`src/rtl/done_coalesce_pkg.sv`:
```
package done_coalesce_pkg;
  localparam int DATA_W = 32;
  localparam int ADDR_W = 3;

  typedef enum logic [ADDR_W-1:0] {
    RA_COUNT  = 3'd0,
    RA_ACK    = 3'd1,
    RA_NUMTHR = 3'd2,
    RA_TIMTHR = 3'd3,
    RA_ENSET  = 3'd4,
    RA_ENCLR  = 3'd5
  } reg_addr_e;
endpackage

```
`src/rtl/done_coalesce_cfg.sv`:
```
module done_coalesce_cfg #(
  parameter int CNT_W = 20,
  parameter int TW_W  = 16
) (
  input  logic             clk,
  input  logic             rst_n,
  input  logic             wr_num,
  input  logic             wr_tim,
  input  logic             wr_set,
  input  logic             wr_clr,
  input  logic [31:0]      wdata,
  output logic [CNT_W-1:0] num_thr,
  output logic [TW_W-1:0]  tim_thr,
  output logic             irq_en
);
  logic [CNT_W-1:0] num_d;
  logic [TW_W-1:0]  tim_d;
  logic             en_d;

  always_comb begin
    num_d = num_thr;
    tim_d = tim_thr;
    en_d  = irq_en;
    if (wr_num) num_d = wdata[CNT_W-1:0];
    if (wr_tim) tim_d = wdata[TW_W-1:0];
    if (wr_set && wdata[0]) en_d = 1'b1;
    if (wr_clr && wdata[0]) en_d = 1'b0;
  end

  always_ff @(posedge clk or negedge rst_n) begin
    if (!rst_n) begin
      num_thr <= '0;
      tim_thr <= '0;
      irq_en  <= 1'b0;
    end else begin
      num_thr <= num_d;
      tim_thr <= tim_d;
      irq_en  <= en_d;
    end
  end

  assert_set_R7: assert property (@(posedge clk) disable iff (!rst_n)
    (wr_set && wdata[0] && !wr_clr) |=> irq_en);
  assert_clr_R7: assert property (@(posedge clk) disable iff (!rst_n)
    (wr_clr && wdata[0] && !wr_set) |=> !irq_en);
  assert_zero_noeffect_R7: assert property (@(posedge clk) disable iff (!rst_n)
    ((wr_set || wr_clr) && !wdata[0]) |=> $stable(irq_en));
endmodule

```
`src/rtl/done_coalesce_count.sv`:
```
module done_coalesce_count #(
  parameter int CNT_W = 20
) (
  input  logic             clk,
  input  logic             rst_n,
  input  logic             inc,
  input  logic             load,
  input  logic             ack,
  input  logic [CNT_W-1:0] wval,
  output logic [CNT_W-1:0] cnt
);
  logic [CNT_W-1:0] base;
  logic [CNT_W-1:0] cnt_d;

  always_comb begin
    if (load)     base = wval;
    else if (ack) base = cnt - wval;
    else          base = cnt;
    cnt_d = base + {{(CNT_W-1){1'b0}}, inc};
  end

  always_ff @(posedge clk or negedge rst_n) begin
    if (!rst_n) cnt <= '0;
    else        cnt <= cnt_d;
  end

  assert_inc_R1: assert property (@(posedge clk) disable iff (!rst_n)
    (inc && !load && !ack) |=> (cnt == CNT_W'($past(cnt) + 1'b1)));
  assert_hold_R1: assert property (@(posedge clk) disable iff (!rst_n)
    (!inc && !load && !ack) |=> $stable(cnt));
endmodule

```
`src/rtl/done_coalesce_timer.sv`:
```
module done_coalesce_timer #(
  parameter int TMR_W = 26
) (
  input  logic             clk,
  input  logic             rst_n,
  input  logic             hold_zero,
  output logic [TMR_W-1:0] tmr
);
  localparam logic [TMR_W-1:0] TMR_MAX = {TMR_W{1'b1}};
  logic [TMR_W-1:0] tmr_d;

  always_comb begin
    if (hold_zero)           tmr_d = '0;
    else if (tmr == TMR_MAX) tmr_d = TMR_MAX;
    else                     tmr_d = tmr + 1'b1;
  end

  always_ff @(posedge clk or negedge rst_n) begin
    if (!rst_n) tmr <= '0;
    else        tmr <= tmr_d;
  end

  assert_restart_R6: assert property (@(posedge clk) disable iff (!rst_n)
    hold_zero |=> (tmr == '0));
  assert_sat_R8: assert property (@(posedge clk) disable iff (!rst_n)
    (!hold_zero && tmr == TMR_MAX) |=> (tmr == TMR_MAX));
endmodule

```
`src/rtl/done_coalesce_eval.sv`:
```
module done_coalesce_eval #(
  parameter int CNT_W     = 20,
  parameter int TW_W      = 16,
  parameter int TICK_LOG2 = 10,
  parameter int TMR_W     = TW_W + TICK_LOG2
) (
  input  logic [CNT_W-1:0] cnt,
  input  logic [TMR_W-1:0] tmr,
  input  logic [CNT_W-1:0] num_thr,
  input  logic [TW_W-1:0]  tim_thr,
  input  logic             irq_en,
  output logic             irq
);
  logic [TMR_W-1:0] tim_limit;
  logic [CNT_W-1:0] num_eff;
  logic             time_hit;
  logic             num_hit;

  generate
    if (TICK_LOG2 == 0) begin : g_unscaled
      assign tim_limit = TMR_W'(tim_thr);
    end else begin : g_scaled
      assign tim_limit = {tim_thr, {TICK_LOG2{1'b0}}};
    end
  endgenerate

  always_comb begin
    num_eff  = (num_thr == '0) ? CNT_W'(1) : num_thr;
    time_hit = (tim_thr != '0) && (tmr >= tim_limit);
    num_hit  = (cnt >= num_eff);
    irq      = irq_en && (cnt != '0) && (time_hit || num_hit);
  end
endmodule

```
`src/rtl/done_coalesce.sv`:
```
module done_coalesce
  import done_coalesce_pkg::*;
#(
  parameter int CNT_W     = 20,
  parameter int TW_W      = 16,
  parameter int TICK_LOG2 = 10
) (
  input  logic        clk,
  input  logic        rst_n,
  input  logic        cmpl_vld,
  input  logic        cmpl_irq_req,
  input  logic        reg_wr,
  input  logic [2:0]  reg_addr,
  input  logic [31:0] reg_wdata,
  output logic [31:0] reg_rdata,
  output logic        done_irq
);
  localparam int TMR_W = TW_W + TICK_LOG2;

  logic             inc;
  logic             wr_count, wr_ack, wr_num, wr_tim, wr_set, wr_clr;
  logic [CNT_W-1:0] cnt;
  logic [TMR_W-1:0] tmr;
  logic [CNT_W-1:0] num_thr;
  logic [TW_W-1:0]  tim_thr;
  logic             irq_en;
  logic             restart;

  always_comb begin
    inc      = cmpl_vld && cmpl_irq_req;
    wr_count = reg_wr && (reg_addr == RA_COUNT);
    wr_ack   = reg_wr && (reg_addr == RA_ACK);
    wr_num   = reg_wr && (reg_addr == RA_NUMTHR);
    wr_tim   = reg_wr && (reg_addr == RA_TIMTHR);
    wr_set   = reg_wr && (reg_addr == RA_ENSET);
    wr_clr   = reg_wr && (reg_addr == RA_ENCLR);
    restart  = wr_count || wr_ack;
  end

  done_coalesce_cfg #(.CNT_W(CNT_W), .TW_W(TW_W)) u_cfg (
    .clk(clk), .rst_n(rst_n),
    .wr_num(wr_num), .wr_tim(wr_tim), .wr_set(wr_set), .wr_clr(wr_clr),
    .wdata(reg_wdata),
    .num_thr(num_thr), .tim_thr(tim_thr), .irq_en(irq_en)
  );

  done_coalesce_count #(.CNT_W(CNT_W)) u_count (
    .clk(clk), .rst_n(rst_n),
    .inc(inc), .load(wr_count), .ack(wr_ack),
    .wval(reg_wdata[CNT_W-1:0]),
    .cnt(cnt)
  );

  done_coalesce_timer #(.TMR_W(TMR_W)) u_timer (
    .clk(clk), .rst_n(rst_n),
    .hold_zero((cnt == '0) || restart),
    .tmr(tmr)
  );

  done_coalesce_eval #(.CNT_W(CNT_W), .TW_W(TW_W), .TICK_LOG2(TICK_LOG2),
                       .TMR_W(TMR_W)) u_eval (
    .cnt(cnt), .tmr(tmr), .num_thr(num_thr), .tim_thr(tim_thr),
    .irq_en(irq_en), .irq(done_irq)
  );

  always_comb begin
    reg_rdata = '0;
    case (reg_addr)
      RA_COUNT, RA_ACK:  reg_rdata[CNT_W-1:0] = cnt;
      RA_NUMTHR:         reg_rdata[CNT_W-1:0] = num_thr;
      RA_TIMTHR:         reg_rdata[TW_W-1:0]  = tim_thr;
      RA_ENSET, RA_ENCLR: reg_rdata[0]        = irq_en;
      default:           reg_rdata = '0;
    endcase
  end

  assert_idle_R3: assert property (@(posedge clk) disable iff (!rst_n)
    (cnt == '0) |-> (tmr == '0 && !done_irq));
  assert_mask_R7: assert property (@(posedge clk) disable iff (!rst_n)
    !irq_en |-> !done_irq);
  assert_numhit_R4: assert property (@(posedge clk) disable iff (!rst_n)
    (irq_en && cnt != '0 && cnt >= num_thr) |-> done_irq);
  assert_ack_net_R2: assert property (@(posedge clk) disable iff (!rst_n)
    (wr_ack && inc) |=> (cnt == CNT_W'($past(cnt) - $past(reg_wdata[CNT_W-1:0]) + 1'b1)));
endmodule

```
`config.mk`:
```
export PLATFORM = sky130hd
export DESIGN_NAME = done_coalesce
export DESIGN_NICKNAME = d
export VERILOG_FILES = /design/src/rtl/done_coalesce_pkg.sv /design/src/rtl/done_coalesce_cfg.sv /design/src/rtl/done_coalesce_count.sv /design/src/rtl/done_coalesce_timer.sv /design/src/rtl/done_coalesce_eval.sv /design/src/rtl/done_coalesce.sv
export SDC_FILE = /design/constraint.sdc
export NUM_CORES = 1
export LEC_CHECK = 0
export ABC_AREA = 1
export BUFFER_PORTS_ARGS = -buffer_cell sky130_fd_sc_hd__buf_2
export CAP_MARGIN = 10
export CORE_AREA = 3 3 138 140
export CTS_CLUSTER_SIZE = 10
export DETAILED_ROUTE_END_ITERATION = 8
export DIE_AREA = 0 0 141 143
export PLACE_DENSITY_LB_ADDON = 0.1
export REMOVE_ABC_BUFFERS = 1
export SLEW_MARGIN = 5
export SYNTH_ARGS = -nofsm -noshare
export SYNTH_HDL_FRONTEND = slang
export SYNTH_SLANG_ARGS = --single-unit
```
`constraint.sdc`:
```
create_clock -name clk -period 2.9 [get_ports clk]
set_input_delay 0.145 -clock clk [delete_from_list [all_inputs] [get_ports clk]]
set_output_delay 0.145 -clock clk [all_outputs]
set_load 0.01 [all_outputs]
```
==> flow_metrics.env <==
export IMPL_core_area_sq_um=18000
export IMPL_cp_common_cell="nand2_1"
export IMPL_timing_final_max_slew_violations=0
export IMPL_worstPathArrival_ns=2.78
export IMPL_synth_adder_area_share_pct=10.6
export IMPL_avgViaCountPerCell=4.96
export IMPL_path_clk_slew_ns=0.07
export IMPL_synth_compound_area_share_pct=12.4
export IMPL_worst_path_max_fanout=2
export IMPL_first_iter_violations=289
export IMPL_syn_area_per_cell_sq_um=6.81
export IMPL_place_hpwl_um=17200
export IMPL_whs_ns=0.119
export IMPL_ys_async_sr_fraction_pct=100
export IMPL_synthCells=1047
export IMPL_drive_gt1_share_pct=10.8
export IMPL_crit_path_max_incr_delay_ns=0.39
export IMPL_status="finished with violations"
export IMPL_rsz0062_at_grt="yes"
export IMPL_stdcell_count=1343
export IMPL_antenna_found_initial=0
export IMPL_crit_family="simple AND/OR/NAND/NOR gates"
export IMPL_fmax_mhz=342
export IMPL_yosys_area_top_type="dfrtp_1"
export IMPL_p_per_area_nw_per_um2=689
export IMPL_yosysWarnings=0
export IMPL_maxSlewHeadroom_pct=57.8
export IMPL_htree_levels=3
export IMPL_n_antenna_cell=0
export IMPL_synth_top_family_by_area="simple AND/OR/NAND/NOR gates"
export IMPL_synth_top_area_share_pct=29.1
export IMPL_crit_path_cell_trace="nor4_2 > buf_4 > nand4_1 > o21bai_1 > ha_1 > o21ai_1 > a21boi_1 > o21ai_1 > nand2_1 > nand2_1 > nand2_1 > nand2_1 > nand2_1 > nand2_1 > nand2_1 > a21oi_2 > a21oi_1 > buf_2"
export IMPL_cp_end_kind="primary output"
export IMPL_gr_usage_met1_pct=26.7
export IMPL_synthSimpleGateAreaFrac_pct=30.8
export IMPL_nNetsFinal=1209
export IMPL_use_met3_pct=1.54
export IMPL_dieArea_sq_um=20200
export IMPL_io_pins=73
export IMPL_num_vias=6655
export IMPL_crit_type="reg2out"
export IMPL_setup_viol=1
export IMPL_vdd_drop_max_v=0.000301
export IMPL_p_leak_nw=4.25
export IMPL_worstSkewPairLatency_ns=0.34
export IMPL_placed_area_sq_um=7660
export IMPL_busiest_layer="met2"
export IMPL_final_cell_mix="nand2_1, inv_1, dfrtp_1, nor2_1, o21ai_0"
export IMPL_syn_to_final_growth_pct=13.0
export IMPL_synthTopCellsByArea="dfrtp_1, nand2_1, ha_1"
export IMPL_worst_pin_slew_ns=0.627
export IMPL_failed_checks="setup timing"
export IMPL_clkSinkCount=83
export IMPL_drc_errors=0
export IMPL_wirelength_um=21000
export IMPL_grt_start_max_net_pins=37
export IMPL_place_gp_congestion=0.934
export IMPL_design_area_sq_um=8060
export IMPL_die_w_um=141
export IMPL_required_ns=2.76
export IMPL_grt_pass1_vias=6611
export IMPL_rows=49
export IMPL_skew_ns=0.00857
export IMPL_fp_dieH_um=143
export IMPL_ys_ff_latch=83
export IMPL_io_buffer_count=48
export IMPL_tritoncts="done"
export IMPL_ys_types=45
export IMPL_fillers=1913
export IMPL_first_pass_iters=5
export IMPL_dp_cells=1323
export IMPL_hold_path_class="in2reg"
export IMPL_synthMuxAreaShare_pct=0
export IMPL_cts_path_max_buffers=2
export IMPL_path_buf_inv=2
export IMPL_synthFlopType="dfrtp_1"
export IMPL_grtUsageMet2_pct=38.6
export IMPL_wire_per_inst_um=15.6
export IMPL_grt_pass1_wl_um=33800
export IMPL_path_depth=18
export IMPL_cts_buffers=9
export IMPL_period_share_pct=101
export IMPL_r2r_cells=15
export IMPL_timing_final_ws_setup_ns=-0.0245
export IMPL_syn_area_sq_um=7130
export IMPL_start_util_pct=39.7
export IMPL_hold_viol_final=0
export IMPL_overflow=0
export IMPL_synth_xor_area_share_pct=4.18
export IMPL_mostFrequentLayoutCell="nand2_1"
export IMPL_clk_root_buffer_cell="clkbuf_16"
export IMPL_synth_enable_flop_cells=0
export IMPL_slowest_stage="dfrtp_1"
export IMPL_holdPathStages=2
export IMPL_max_cap_violations=0
export IMPL_grtUsageTotal_pct=21.2
export IMPL_antenna_left=0
export IMPL_seq_area_frac_synth_pct=29.1
export IMPL_post_route_min_period_ns=2.92
export IMPL_start_kind="flop"
==> final timing paths <==
check	to	start	slack, ns
min in group asynchronous	u_timer.tmr[3]	rst_n	0.29
max in group asynchronous	u_count.cnt[13]	rst_n	1.88
hold reg to reg	u_cfg.num_thr[18]	u_cfg.num_thr[18]	0.49
setup reg to reg	u_count.cnt[14]	u_count.cnt[0]	0.22
hold / removal	u_cfg.irq_en	reg_addr[0]	0.12
setup / recovery	done_irq	u_cfg.num_thr[12]	-0.02
==> flip-flops by register name, summed over array words and instances (netlist names) <==
| register | count |
|---|---|
| u_cfg.tim_thr | 16 |
| u_count.cnt | 20 |
| u_cfg.irq_en | 1 |
| u_timer.tmr | 26 |
| u_cfg.num_thr | 20 |
==> what timing repair did <==
action                                 4_1_cts  5_1_grt
setup endpoints to repair                    1        8
pin swaps                                    6        6
hold buffers                                 1        0
buffers inserted                             2        1
cloned                                       0        0
gates resized for setup                      5        7
endpoints found under the hold margin       32        0
==> where the power goes <==
group	internal (W)	switching [W]
Clock	0.000783	0.000480
Combinational	0.000972	0.00164
Sequential	0.00139	0.000295
==> layer usage <==
metal | wire length [um] | share of wire [%] | vias up
met1 | 9540 | 46 | 3055
met3 | 555 | 2.6 | 18
li1 | - | - | 3491
met4 | 412 | 2.0 | 0
met5 | 0 | 0 | -
met2 | 10500 | 50 | 91
==> cells by family (layout without fill, tap and decap cells) <==
logic type | Yosys count | in the layout
DFF | 83 | 83
adders and majority gates | 60 | 60
buffers and inverters | 228 | 284
AOI/OAI and AO/OA | 155 | 155
xor gates and xnor gates | 34 | 34
other | 1 | 12
and+or+nand+nor | 486 | 486
==> Yosys cell counts (2+ instances only) <==
cell      count
buf_2         3
nor4_1       20
nand3b_1      7
o211ai_1      2
nor3_1        6
nor2_1       69
nor2_4        6
nand3_2       3
xor2_1       22
o21ai_1       3
o221ai_1     13
buf_6         2
o22ai_1       7
clkbuf_1     13
xnor2_1      12
clkinv_1      2
inv_2         3
nand4_1      27
nor3_4        2
nor3_2        2
a211oi_1      3
inv_1       193
a21oi_1      51
nand2_2       2
buf_4        12
nor2_2        2
ha_1         59
or2_2         2
o21ai_0      67
a22oi_1       3
nand2_1     279
nand3_1      55
dfrtp_1      83
==> stage by stage <==
step / total power [W] / utilization (%) / setup WS, ns / TNS (ns)
final: 0.00556 / 44.9 / -0.0245 / -0.0245
after floorplan: 0.00349 / - / 0.443 / 0
after global routing: 0.00607 / 44.9 / -0.323 / -0.359
after CTS: 0.00557 / 44.7 / -0.140 / -0.140
after global placement: 0.00424 / 42.6 / 0.106 / 0
after detailed placement: 0.00426 / 42.6 / 0.101 / 0
==> worst register-to-register path, stage by stage, from the launching register on <==
cell     delay [ns]
dfrtp_1        0.37
inv_1          0.08
ha_2           0.19
inv_1          0.07
fa_2           0.51
inv_1          0.05
nand4_1        0.09
nand3_1        0.10
inv_1          0.07
ha_1           0.14
inv_1          0.08
nor3_4         0.29
nand3_4        0.15
nor2_4         0.14
nand2_1        0.08
xor2_1         0.14
==> area by class of cell <==
cell class / instances / area, sq um / share of cell area, %
repair buffers: 70 / 410 / 5.09
clock inverters: 5 / 86.3 / 1.07
multi-input cells: 747 / 4210 / 52.3
clock buffers: 11 / 243 / 3.01
inverters: 198 / 743 / 9.22
flip-flops and latches: 83 / 2080 / 25.8
well taps: 229 / 287 / 3.55
Power figures use the tool's default switching activity.
